`src/rtl/pgb_pkg.sv`:
```
package pgb_pkg;

    // Hand-off state of one address channel
    typedef enum logic {
        CH_FREE = 1'b0,   // no request in flight, gate follows window and budget
        CH_HELD = 1'b1    // request passed, waiting for memory to accept it
    } chan_state_e;

endpackage

```
`src/rtl/pgb_window.sv`:
```
module pgb_window #(
    parameter int CNT_W = 16
) (
    input  logic             clk,
    input  logic             rst_n,
    input  logic [CNT_W-1:0] on_len,
    input  logic [CNT_W-1:0] off_len,
    output logic             open,
    output logic             period_start
);
    localparam int PW = CNT_W + 1;

    logic [PW-1:0] cnt_d, cnt_q;
    logic [PW-1:0] period;
    logic [PW:0]   cnt_inc;

    always_comb begin
        period  = {1'b0, on_len} + {1'b0, off_len};
        cnt_inc = {1'b0, cnt_q} + {{PW{1'b0}}, 1'b1};
        if (cnt_inc >= {1'b0, period}) begin
            cnt_d = '0;
        end else begin
            cnt_d = cnt_inc[PW-1:0];
        end
        open         = (off_len == '0) ||
                       ((on_len != '0) && (cnt_q < {1'b0, on_len}));
        period_start = (cnt_q == '0);
    end

    always_ff @(posedge clk) begin
        if (!rst_n) begin
            cnt_q <= '0;
        end else begin
            cnt_q <= cnt_d;
        end
    end

endmodule

```
`src/rtl/pgb_chan.sv`:
```
module pgb_chan
    import pgb_pkg::*;
(
    input  logic clk,
    input  logic rst_n,
    input  logic s_valid,
    input  logic m_ready,
    input  logic admit,
    output logic gate,
    output logic grant,
    output logic held
);
    chan_state_e st_d, st_q;

    always_comb begin
        held  = (st_q == CH_HELD);
        grant = s_valid && !held && admit;
        gate  = held || admit;
        st_d  = st_q;
        if (held) begin
            if (m_ready || !s_valid) begin
                st_d = CH_FREE;
            end
        end else if (grant && !m_ready) begin
            st_d = CH_HELD;
        end
    end

    always_ff @(posedge clk) begin
        if (!rst_n) begin
            st_q <= CH_FREE;
        end else begin
            st_q <= st_d;
        end
    end

endmodule

```
`src/rtl/pulse_gate_budget.sv`:
```
module pulse_gate_budget #(
    parameter int CNT_W = 16,
    parameter int CAP_W = 16,
    parameter int LEN_W = 8
) (
    input  logic             clk,
    input  logic             rst_n,
    input  logic [CNT_W-1:0] cfg_on_len,
    input  logic [CNT_W-1:0] cfg_off_len,
    input  logic [CAP_W-1:0] cfg_cap,
    input  logic             s_ar_valid,
    input  logic [LEN_W-1:0] s_ar_len,
    output logic             s_ar_ready,
    output logic             m_ar_valid,
    input  logic             m_ar_ready,
    input  logic             s_aw_valid,
    input  logic [LEN_W-1:0] s_aw_len,
    output logic             s_aw_ready,
    output logic             m_aw_valid,
    input  logic             m_aw_ready,
    output logic             ar_gate,
    output logic             aw_gate,
    output logic             window_open,
    output logic [CAP_W-1:0] words_used
);
    localparam int SUM_W = CAP_W + LEN_W + 2;
    localparam logic [SUM_W-1:0] SAT = SUM_W'({CAP_W{1'b1}});

    typedef struct packed {
        logic [CAP_W-1:0] used;
    } bud_t;

    bud_t bud_d, bud_q;

    logic             period_start;
    logic             ar_admit, aw_admit;
    logic             ar_grant, aw_grant;
    logic             ar_held, aw_held;
    logic [SUM_W-1:0] used_eff, ar_words, aw_words, aw_base, total, cap_x;

    pgb_window #(.CNT_W(CNT_W)) u_win (
        .clk          (clk),
        .rst_n        (rst_n),
        .on_len       (cfg_on_len),
        .off_len      (cfg_off_len),
        .open         (window_open),
        .period_start (period_start)
    );

    pgb_chan u_ar (
        .clk     (clk),
        .rst_n   (rst_n),
        .s_valid (s_ar_valid),
        .m_ready (m_ar_ready),
        .admit   (ar_admit),
        .gate    (ar_gate),
        .grant   (ar_grant),
        .held    (ar_held)
    );

    pgb_chan u_aw (
        .clk     (clk),
        .rst_n   (rst_n),
        .s_valid (s_aw_valid),
        .m_ready (m_aw_ready),
        .admit   (aw_admit),
        .gate    (aw_gate),
        .grant   (aw_grant),
        .held    (aw_held)
    );

    always_comb begin
        used_eff = period_start ? '0 : SUM_W'(bud_q.used);
        cap_x    = SUM_W'(cfg_cap);
        ar_words = SUM_W'(s_ar_len) + SUM_W'(1);
        aw_words = SUM_W'(s_aw_len) + SUM_W'(1);

        // read side is checked first
        ar_admit = window_open &&
                   ((cfg_cap == '0) || (used_eff + ar_words <= cap_x));
        aw_base  = used_eff + (ar_grant ? ar_words : '0);
        aw_admit = window_open &&
                   ((cfg_cap == '0) || (aw_base + aw_words <= cap_x));

        total    = aw_base + (aw_grant ? aw_words : '0);
        bud_d.used = (total > SAT) ? {CAP_W{1'b1}} : total[CAP_W-1:0];

        m_ar_valid = s_ar_valid && ar_gate;
        s_ar_ready = m_ar_ready && ar_gate;
        m_aw_valid = s_aw_valid && aw_gate;
        s_aw_ready = m_aw_ready && aw_gate;
        words_used = used_eff[CAP_W-1:0];
    end

    always_ff @(posedge clk) begin
        if (!rst_n) begin
            bud_q <= '0;
        end else begin
            bud_q <= bud_d;
        end
    end

endmodule

```
`config.mk`:
```
export PLATFORM = sky130hd
export DESIGN_NAME = pulse_gate_budget
export DESIGN_NICKNAME = d
export VERILOG_FILES = /design/src/rtl/pgb_pkg.sv /design/src/rtl/pgb_window.sv /design/src/rtl/pgb_chan.sv /design/src/rtl/pulse_gate_budget.sv
export SDC_FILE = /design/constraint.sdc
export NUM_CORES = 1
export LEC_CHECK = 0
export BUFFER_PORTS_ARGS = -buffer_cell sky130_fd_sc_hd__clkbuf_2
export CELL_PAD_IN_SITES_DETAIL_PLACEMENT = 0
export CELL_PAD_IN_SITES_GLOBAL_PLACEMENT = 1
export CORE_MARGIN = 3
export CORE_UTILIZATION = 44
export DETAILED_ROUTE_END_ITERATION = 10
export HOLD_SLACK_MARGIN = 0.08
export PLACE_DENSITY_LB_ADDON = 0.1
export SLEW_MARGIN = 20
export SYNTH_ARGS = -nofsm -noshare
export SYNTH_HDL_FRONTEND = slang
export SYNTH_SLANG_ARGS = --single-unit
```
`constraint.sdc`:
```
create_clock -name clk -period 17.3 [get_ports clk]
set_input_delay 3.46 -clock clk [delete_from_list [all_inputs] [get_ports clk]]
set_output_delay 3.46 -clock clk [all_outputs]
set_load 0.02 [all_outputs]
```
### Word level (Yosys, flattened, before mapping)

Index checks and enable logic that the tools add are counted.

* bitwise gates (word level): 1
* div/mod/pow operators: 0
* add/sub/neg operators: 8
* mux-type cells: 10
* shifts and indexed selects: 0
* reduce and logical (&&, ||, !) cells: 31
* eq/ne operators: 0
* $lt $le $gt $ge: 5
* $mul: 0

Operators by type and width (count)
* adder 17 x 9 -> 18 bit: 2
* adder 16 x 9 -> 17 bit: 2
* zero test 16 bit: 2
* two-way mux 16 bit: 2
* adder 17 x 1 -> 18 bit (second input constant): 1
* adder 8 x 1 -> 9 bit (second input constant): 2
* greater-or-equal comparator 18 x 17 -> 1 bit: 1
* greater-than comparator 18 x 16 -> 1 bit (second input constant): 1
* <= comparator 18 x 16 -> 1 bit: 1
* two-way mux 9 bit: 2
* adder 16 x 16 -> 17 bit: 1
* <= comparator 17 x 16 -> 1 bit: 1
* zero test 17 bit: 1
* < comparator 17 x 16 -> 1 bit: 1
* nonzero test 16 bit: 1
* logical AND 1 bit: 13
* logical OR 1 bit: 7
* zero test 1 bit: 6
* two-way mux 1 bit: 6
* OR reduction 2 bit: 1
* NOT 1 bit: 1

* logic and storage cells: 59
* bits in writable memories: 0
* bits in latches: 0
* memories: 0
* bits in read-only memories: 0
* output and inout bits: 23
* bits of input ports: 70
* bits in registers: 35

### Logic depth before layout (Yosys ltp)

Gate-level depths: netlist of the first run.

* depth in word-level cells: 18
* gate-level depth with buffers: 73

### By module

Synthesis of the first run repeated with hierarchy kept, for this count alone.

* cell total of the unflattened synthesis: 791
* area total of the unflattened synthesis: 6438.7 µm²

By module, submodules not included
* pulse_gate_budget: area an instance 3763.6 µm², times used 1, cells each 487
* pgb_window: area an instance 2587.5 µm², times used 1, cells each 294
* pgb_chan: area an instance 43.8 µm², times used 2, cells each 5

### Least setup slack after synthesis of the first run

No wires, ideal clock.

* path type: input -> output
* start point: input s_ar_len[0]
* end point: output m_aw_valid
* buffers on the path: 1
* path slack: 0.674 ns
* arrival time: 13.166 ns
* stages: 52
* path through: ha_1 ha_1 a21oi_1 inv_1 maj3_1 maj3_1 a21oi_1 a21oi_1 o21a_1 nor2_1 o21bai_1 a21oi_1 nor2_1 xor2_1 ha_1 nand2_1 nor4_1 o31ai_1 [... 16 more ...] a21oi_1 o21ba_2 inv_1 a21oi_1 maj3_1 nor3_1 xnor2_1 ha_1 a21o_1 a21oi_1 nor2b_1 o21ai_0 nand2b_1 a221oi_1 a41oi_1 a21oi_1 o311ai_4 a21boi_1

* word-level cells in the longest chain between the ends: 14

Ends and longest elaborated chain
* from (decl): line pulse_gate_budget.sv:12 `input logic [LEN_W-1:0] s_ar_len,`
* adder 8 x 1 -> 9 bit (*): line pulse_gate_budget.sv:75 `ar_words = SUM_W'(s_ar_len) + SUM_W'(1);`
* adder 16 x 9 -> 17 bit: line pulse_gate_budget.sv:80 `((cfg_cap == '0) || (used_eff + ar_words <= cap_x));`
* <= comparator 17 x 16 -> 1 bit: line pulse_gate_budget.sv:80
* logical OR 1 bit: line pulse_gate_budget.sv:80
* logical AND 1 bit: line pulse_gate_budget.sv:79 `ar_admit = window_open &&`
* logical AND 1 bit: line pgb_chan.sv:17 `grant = s_valid && !held && admit;`
* two-way mux 9 bit (*): line pulse_gate_budget.sv:81 `aw_base = used_eff + (ar_grant ? ar_words : '0);`
* adder 16 x 9 -> 17 bit (*): line pulse_gate_budget.sv:81
* adder 17 x 9 -> 18 bit (*): line pulse_gate_budget.sv:83 `((cfg_cap == '0) || (aw_base + aw_words <= cap_x));`
* <= comparator 18 x 16 -> 1 bit (*): line pulse_gate_budget.sv:83
* logical OR 1 bit (*): line pulse_gate_budget.sv:83
* logical AND 1 bit (*): line pulse_gate_budget.sv:82 `aw_admit = window_open &&`
* logical OR 1 bit (*): line pgb_chan.sv:18 `gate = held || admit;`
* logical AND 1 bit (*): line pulse_gate_budget.sv:90 `m_aw_valid = s_aw_valid && aw_gate;`
* to (decl): line pulse_gate_budget.sv:19 `output logic m_aw_valid,`

Every way passes the cells marked *; elsewhere a longest branch is shown, timed or not.

### Final worst setup path of the first run

* start point: input s_ar_len[0]
* end point: output s_aw_ready

* word-level cells in the longest chain between the ends: 14

Ends and longest elaborated chain
* adder 8 x 1 -> 9 bit (*): line pulse_gate_budget.sv:75
* adder 16 x 9 -> 17 bit: line pulse_gate_budget.sv:80
* <= comparator 17 x 16 -> 1 bit: line pulse_gate_budget.sv:80
* logical OR 1 bit: line pulse_gate_budget.sv:80
* logical AND 1 bit: line pulse_gate_budget.sv:79
* logical AND 1 bit: line pgb_chan.sv:17
* two-way mux 9 bit (*): line pulse_gate_budget.sv:81
* adder 16 x 9 -> 17 bit (*): line pulse_gate_budget.sv:81
* adder 17 x 9 -> 18 bit (*): line pulse_gate_budget.sv:83
* <= comparator 18 x 16 -> 1 bit (*): line pulse_gate_budget.sv:83
* logical OR 1 bit (*): line pulse_gate_budget.sv:83
* logical AND 1 bit (*): line pulse_gate_budget.sv:82
* logical OR 1 bit (*): line pgb_chan.sv:18
* logical AND 1 bit (*): line pulse_gate_budget.sv:91 `s_aw_ready = m_aw_ready && aw_gate;`
* to (decl): line pulse_gate_budget.sv:18 `output logic s_aw_ready,`

Marked as above.

==> results of run 1 <==
## power groups by stage
stage | Combinational (W) | Sequential (W) | Clock, W
floorplan | 0.000196 | 0.0000913 | 0
global placement | 0.000257 | 0.0000952 | 0
detailed placement | 0.000261 | 0.0000951 | 0
CTS | 0.000263 | 0.0000933 | 0.000126
global route | 0.000299 | 0.0000942 | 0.000128
finish | 0.000268 | 0.0000933 | 0.000123
## worst max path at each step
stage          cells after the start          to
2_1_floorplan                     52  m_aw_valid
3_3_place_gp                      53  m_aw_valid
3_5_place_dp                      53  m_aw_valid
4_1_cts                           53  m_aw_valid
5_1_grt                           53  s_aw_ready
6_report                          53  s_aw_ready
## area by class of cell
cell class                 count  area, um2  area share
multi-input combinational    717       5590       0.741
timing repair buffer         104        553      0.0733
clock inverter                 3       67.6     0.00896
tap                          184        230      0.0305
clock buffer                   5        125      0.0166
inverter                      74        278      0.0368
sequential                    35        701      0.0929
## sequential cells by signal (all words and copies together) (netlist names)
| name | count |
|---|---|
| u_win.cnt_q | 17 |
| bud_q | 16 |
| u_ar.held | 1 |
| u_aw.held | 1 |
## per-layer routing
metal	vias to the layer above	global-route usage	part of all wire
li1	3243	-	-
met1	3001	0.356	0.51
met2	158	0.352	0.43
met3	18	0.0411	0.053
met4	0	0.0377	0.011
met5	-	0	0
## kinds of logic (layout without fill, tap and decap cells)
| family | Yosys count | after routing |
|---|---|---|
| flip-flops | 35 | 35 |
| adder cells (fa/ha/maj) | 122 | 122 |
| XOR/XNOR | 100 | 100 |
| buffers and inverters | 94 | 186 |
| AND/OR/NAND/NOR | 265 | 265 |
| AO/OA/AOI/OAI | 230 | 230 |
## worst reg2reg max path, delay by kind of cell, from the launching register on
kind            cells  cell delay [ns]
buf+inv             7             0.82
compound gates     33             5.76
xor+xnor            5             0.63
fa+ha+maj          11             3.49
simple gates       15             2.23
flops               1             0.39
## repair_timing
item / in CTS / in global routing
setup endpoints to repair: 3 / 3
gates resized for setup: 3 / 17
pin swaps: 0 / 6
setup buffers: 0 / 2
## stage by stage
| step | std cells | worst slack (ns) |
|---|---|---|
| after floorplan | 846 | 0.674 |
| after global routing | 1122 | 0.0198 |
| after global placement | 1112 | 0.245 |
| after detailed placement | 1112 | -0.130 |
| after CTS | 1120 | 0.00271 |
| final | 1122 | 0.654 |
## placed cells by master (no fill, tap or decap), types with 15 or more instances in the layout
master,instances
a21o_1,27
a21oi_1,67
and3_1,15
clkbuf_2,91
dfxtp_1,35
ha_1,111
inv_1,72
nand2_1,49
nand3_1,38
nor2_1,46
nor2b_1,26
nor4_1,17
o21a_1,20
o21ai_0,26
xnor2_1,66
xor2_1,29
==> flow_metrics.tcl, run 1 <==
set metrics [dict create \
    cts_tree "done" \
    p_leak_nw 3.81 \
    grt_antenna_before_repair 0 \
    timing.rr.end "bud_q[13]" \
    drc 0 \
    async_flop_share 0 \
    place.gp.congestion 0.942 \
    fin_nets 1123 \
    drive_gt1_frac 0.164 \
    setup_violations 0 \
    wl_per_cell_um 17.5 \
    power.internal_w 0.000286 \
    synth_compound_area_frac 0.248 \
    io_pins 93 \
    reg2reg_depth 71 \
    utilization 0.517 \
    synth_cell_types 83 \
    worst_clock_skew_ns 0.0101 \
    yosys_warnings 0 \
    clock.fmax_ghz 0.0601 \
    synth-xor-area-share 0.137 \
    numClockSinks 35 \
    die_x_um 129 \
    avgSynthCellArea_um2 7.81 \
    cts_hold_buffers 0 \
    h-tree-depth 2 \
    grt_pass1_wl_um 31300 \
    cts-root-buf "clkbuf_16" \
    synth_top_family_by_area "compound AO/OA/AOI/OAI gates" \
    area_delta_synth_final_pct 14.2 \
    yosysTopAreaCell "ha_1" \
    whs_ns 0.545 \
    clk_pin_slew_ns 0.06 \
    ant_nets 0 \
    n_fill_cell 1447 \
    numCtsBuffers 5 \
    grt_max_degree 21 \
    reg2reg_from "u_win.cnt_q[0]" \
    critPathRequiredTime_ns 13.84 \
    slowest_delay_ns 0.48 \
    antennaDiodeCount 0 \
    fp-row-count 44 \
    path_class "input pin to primary output" \
    combPwrFrac 0.553 \
    synth_ff_type "dfxtp_1" \
    vdd_ir_drop_max_mv 0.0469 \
    finalCriticalPeriod_ns 16.65 \
    slew_headroom 0.467 \
    min_to "u_win.cnt_q[0]" \
    critPathArrivalTime_ns 13.19 \
    die_h_um 129 \
    synth_edf_count 0 \
    syn_nets 1032 \
    rsz0062_at_grt "no" \
    power.sequential.fraction 0.193 \
    dpl_cell_area_um2 7260 \
    drt_pass1_iterations 9 \
    worst-path-max-fanout 6 \
    netlist_area_um2 6600 \
    worst_slew_pin_slew_ns 0.798 \
    switching_power_w 0.000198 \
    min_path_type "flip-flop to flip-flop" \
    drv_slew 0 \
    worst-path-buf-inv 5 \
    ys_top_cells_by_area "ha_1, dfxtp_1, xnor2_1" \
    slowest_stage "fa_1" \
    core-area_um2 14600 \
    port_buffers 92 \
    cp-start-kind "input pin" \
    ff2ff_setup_slack_ns 3.85 \
    yosys-top-cells-count "ha_1, inv_1, a21oi_1, xnor2_1, nand2_1" \
    p_per_area_nw_per_um2 64.2 \
    p_total_w 0.000484 \
    ys_seq_area_frac 0.106 \
    dr.first_iter.drc_count 413 \
    fin_crit_sh 0.962 \
    synthAdderAreaFrac 0.235 \
    clockBufferDepth 2 \
    cp-startpoint "s_ar_len[0]" \
    overflow 0 \
    clock_power_share 0.254 \
    final_cell_area_um2 7540 \
    fin_tns_setup_ns 0 \
    initial_core_util 0.453 \
    yosysMostFrequentCell "ha_1" \
    synth_cells 846 \
    min_from "u_win.cnt_q[0]" \
    switching_share 0.409 \
    synth_mux_area_frac 0 \
    endpoint_kind "primary output" \
    drt-vias-per-instance 5.72 \
    clkLatencyLatePin_ns 0.29 \
    vias 6420 \
    cap_violations 0 \
    crit_top_cell "a21oi_1" \
    globalRouteTotalUtil 0.235 \
    cp_top_family "compound AO/OA/AOI/OAI gates" \
    yosys.area_share.simple 0.215 \
    wirelength_um 19700 \
    outcome "complete, no violations" \
    grt_pass1_vias 6091 \
    die_area_um2 16500 \
    dp_hpwl_um 16600 \
    hold_viol 0 \
    whs_path_depth 1 \
    synth-seq-cells 35 \
    synth_top_area_share 0.210 \
]
Power figures use the tool's default switching activity.
==> inputs of run 2 (changes only) <==
REMOVE_ABC_BUFFERS = 1   (was unset)
==> flow_metrics.tcl, run 2 (synthesis gave the netlist of run 1 again) <==
set metrics [dict create \
    timing.rr.end "bud_q[11]" \
    final_cell_area_um2 7600 \
    ff2ff_setup_slack_ns 3.82 \
    min_path_type "flip-flop to flip-flop" \
    grt_max_degree 21 \
    die_x_um 129 \
    clk_pin_slew_ns 0.05 \
    grt_pass1_wl_um 31300 \
    outcome "complete, no violations" \
    cts-root-buf "clkbuf_16" \
    layout_commonest_cell "ha_1" \
    vias 6404 \
    wl_met3_um 850 \
    fin_nets 1130 \
    cts_tree "done" \
    endpoint_kind "primary output" \
    cts_hold_buffers 0 \
    die_h_um 129 \
    io_pins 93 \
    reg2reg_depth 70 \
    wl_per_cell_um 17.5 \
    critPathRequiredTime_ns 13.84 \
    whs_path_depth 1 \
    cp-startpoint "s_ar_len[0]" \
    clockBufferDepth 2 \
    place_ws_ns -0.167 \
    overflow 0 \
    worst_clock_skew_ns 0.00856 \
    regMostFlops "u_win.cnt_q" \
    top_layer_used "met4" \
    endpoint "m_aw_valid" \
    critPathArrivalTime_ns 13.23 \
    cp-start-kind "input pin" \
    vdd_ir_drop_max_mv 0.0492 \
    wirelength_um 19700 \
    p_per_area_nw_per_um2 63.9 \
    area_delta_synth_final_pct 15.1 \
    slowest_delay_ns 0.39 \
    die_area_um2 16500 \
    dp_hpwl_um 16600 \
    dr.first_iter.drc_count 366 \
    fin_tns_setup_ns 0 \
    slowest_stage "maj3_1" \
    clock.fmax_ghz 0.0599 \
    utilization 0.521 \
    fp-row-count 44 \
    slew_headroom 0.410 \
    grt_antenna_before_repair 0 \
    drive_gt1_frac 0.174 \
    place.gp.congestion 0.976 \
    drc 0 \
    mostFrequentLayoutCells "ha_1, clkbuf_2, inv_1, xnor2_1, a21oi_1" \
    grt_pass1_vias 6075 \
    drt-vias-per-instance 5.67 \
    largest_register_ffs 17 \
    drv_slew 0 \
    numClockSinks 35 \
    numCtsBuffers 5 \
    reg2reg_from "u_win.cnt_q[0]" \
    wl_met1_um 10100 \
    core-area_um2 14600 \
    h-tree-depth 2 \
    wl_met2_um 8440 \
    antennaDiodeCount 0 \
    cap_violations 0 \
    hold_viol 0 \
    drt_pass1_iterations 5 \
    clkLatencyLatePin_ns 0.30 \
    setup_violations 0 \
    initial_core_util 0.453 \
    dpl_cell_area_um2 7270 \
    fin_crit_sh 0.965 \
    path_class "input pin to primary output" \
    ant_nets 0 \
    worst_slew_pin_slew_ns 0.878 \
    p_leak_nw 3.84 \
    layout_setup_ws_ns 0.606 \
    p_total_w 0.000486 \
    worst-path-max-fanout 7 \
    reg.largest.list "u_win.cnt_q x17, bud_q x16" \
    finalCriticalPeriod_ns 16.69 \
    globalRouteTotalUtil 0.237 \
    port_buffers 92 \
]
-- run 2: changes by cell type in the layout (fill, tap and decap cells not counted), sizes merged --
| cell | change |
|---|---|
| buf | +6 |
| clkbuf | +1 |
-- run 2: metrics by stage --
stage          instances  hold WS, ns
2_1_floorplan        826        0.468
3_3_place_gp        1113        0.519
3_5_place_dp        1113        0.536
4_1_cts             1121        0.549
5_1_grt             1129        0.600
6_report            1129        0.543
-- run 2: worst min path at each step --
stage              startpoint        endpoint  slack [ns]
6_report       u_win.cnt_q[0]  u_win.cnt_q[0]        0.54
5_1_grt        u_win.cnt_q[0]  u_win.cnt_q[0]        0.60
4_1_cts        u_win.cnt_q[0]  u_win.cnt_q[0]        0.55
3_5_place_dp   u_win.cnt_q[0]  u_win.cnt_q[0]        0.54
3_3_place_gp   u_win.cnt_q[0]  u_win.cnt_q[0]        0.52
2_1_floorplan  u_win.cnt_q[0]  u_win.cnt_q[0]        0.47
-- run 2: report_power, final --
group	internal [W]	switching, W
Combinational	0.000117	0.000152
Clock	0.0000826	0.0000401
Sequential	0.0000868	0.00000689
-- run 2: layout make-up --
class                           count  area [um2]
Timing Repair Buffer              111         603
Sequential cell                    35         701
Clock buffer                        5         125
Inverter                           74         278
Multi-Input combinational cell    717        5600
Fill cell                        1490        6990
Tap cell                          184         230
Clock inverter                      3        67.6
-- run 2: repair_timing --
item	in CTS	in global routing
gates resized for setup	4	17
endpoints found under the setup margin	3	3
pin swaps	0	5
buffers inserted	0	8
-- run 2: per-layer routing --
metal	vias up	global-route usage
met4	0	0.0537
met1	2984	0.361
li1	3262	-
met5	-	0
met3	18	0.0299
met2	140	0.353
-- run 2: worst max-delay path, delay by kind of cell --
kind	cells	cell delay, ns
AO/OA/AOI/OAI	26	4.34
XOR/XNOR	3	0.50
adder cells (fa/ha/maj)	10	3.27
buffers and inverters	4	0.41
AND/OR/NAND/NOR	10	1.26
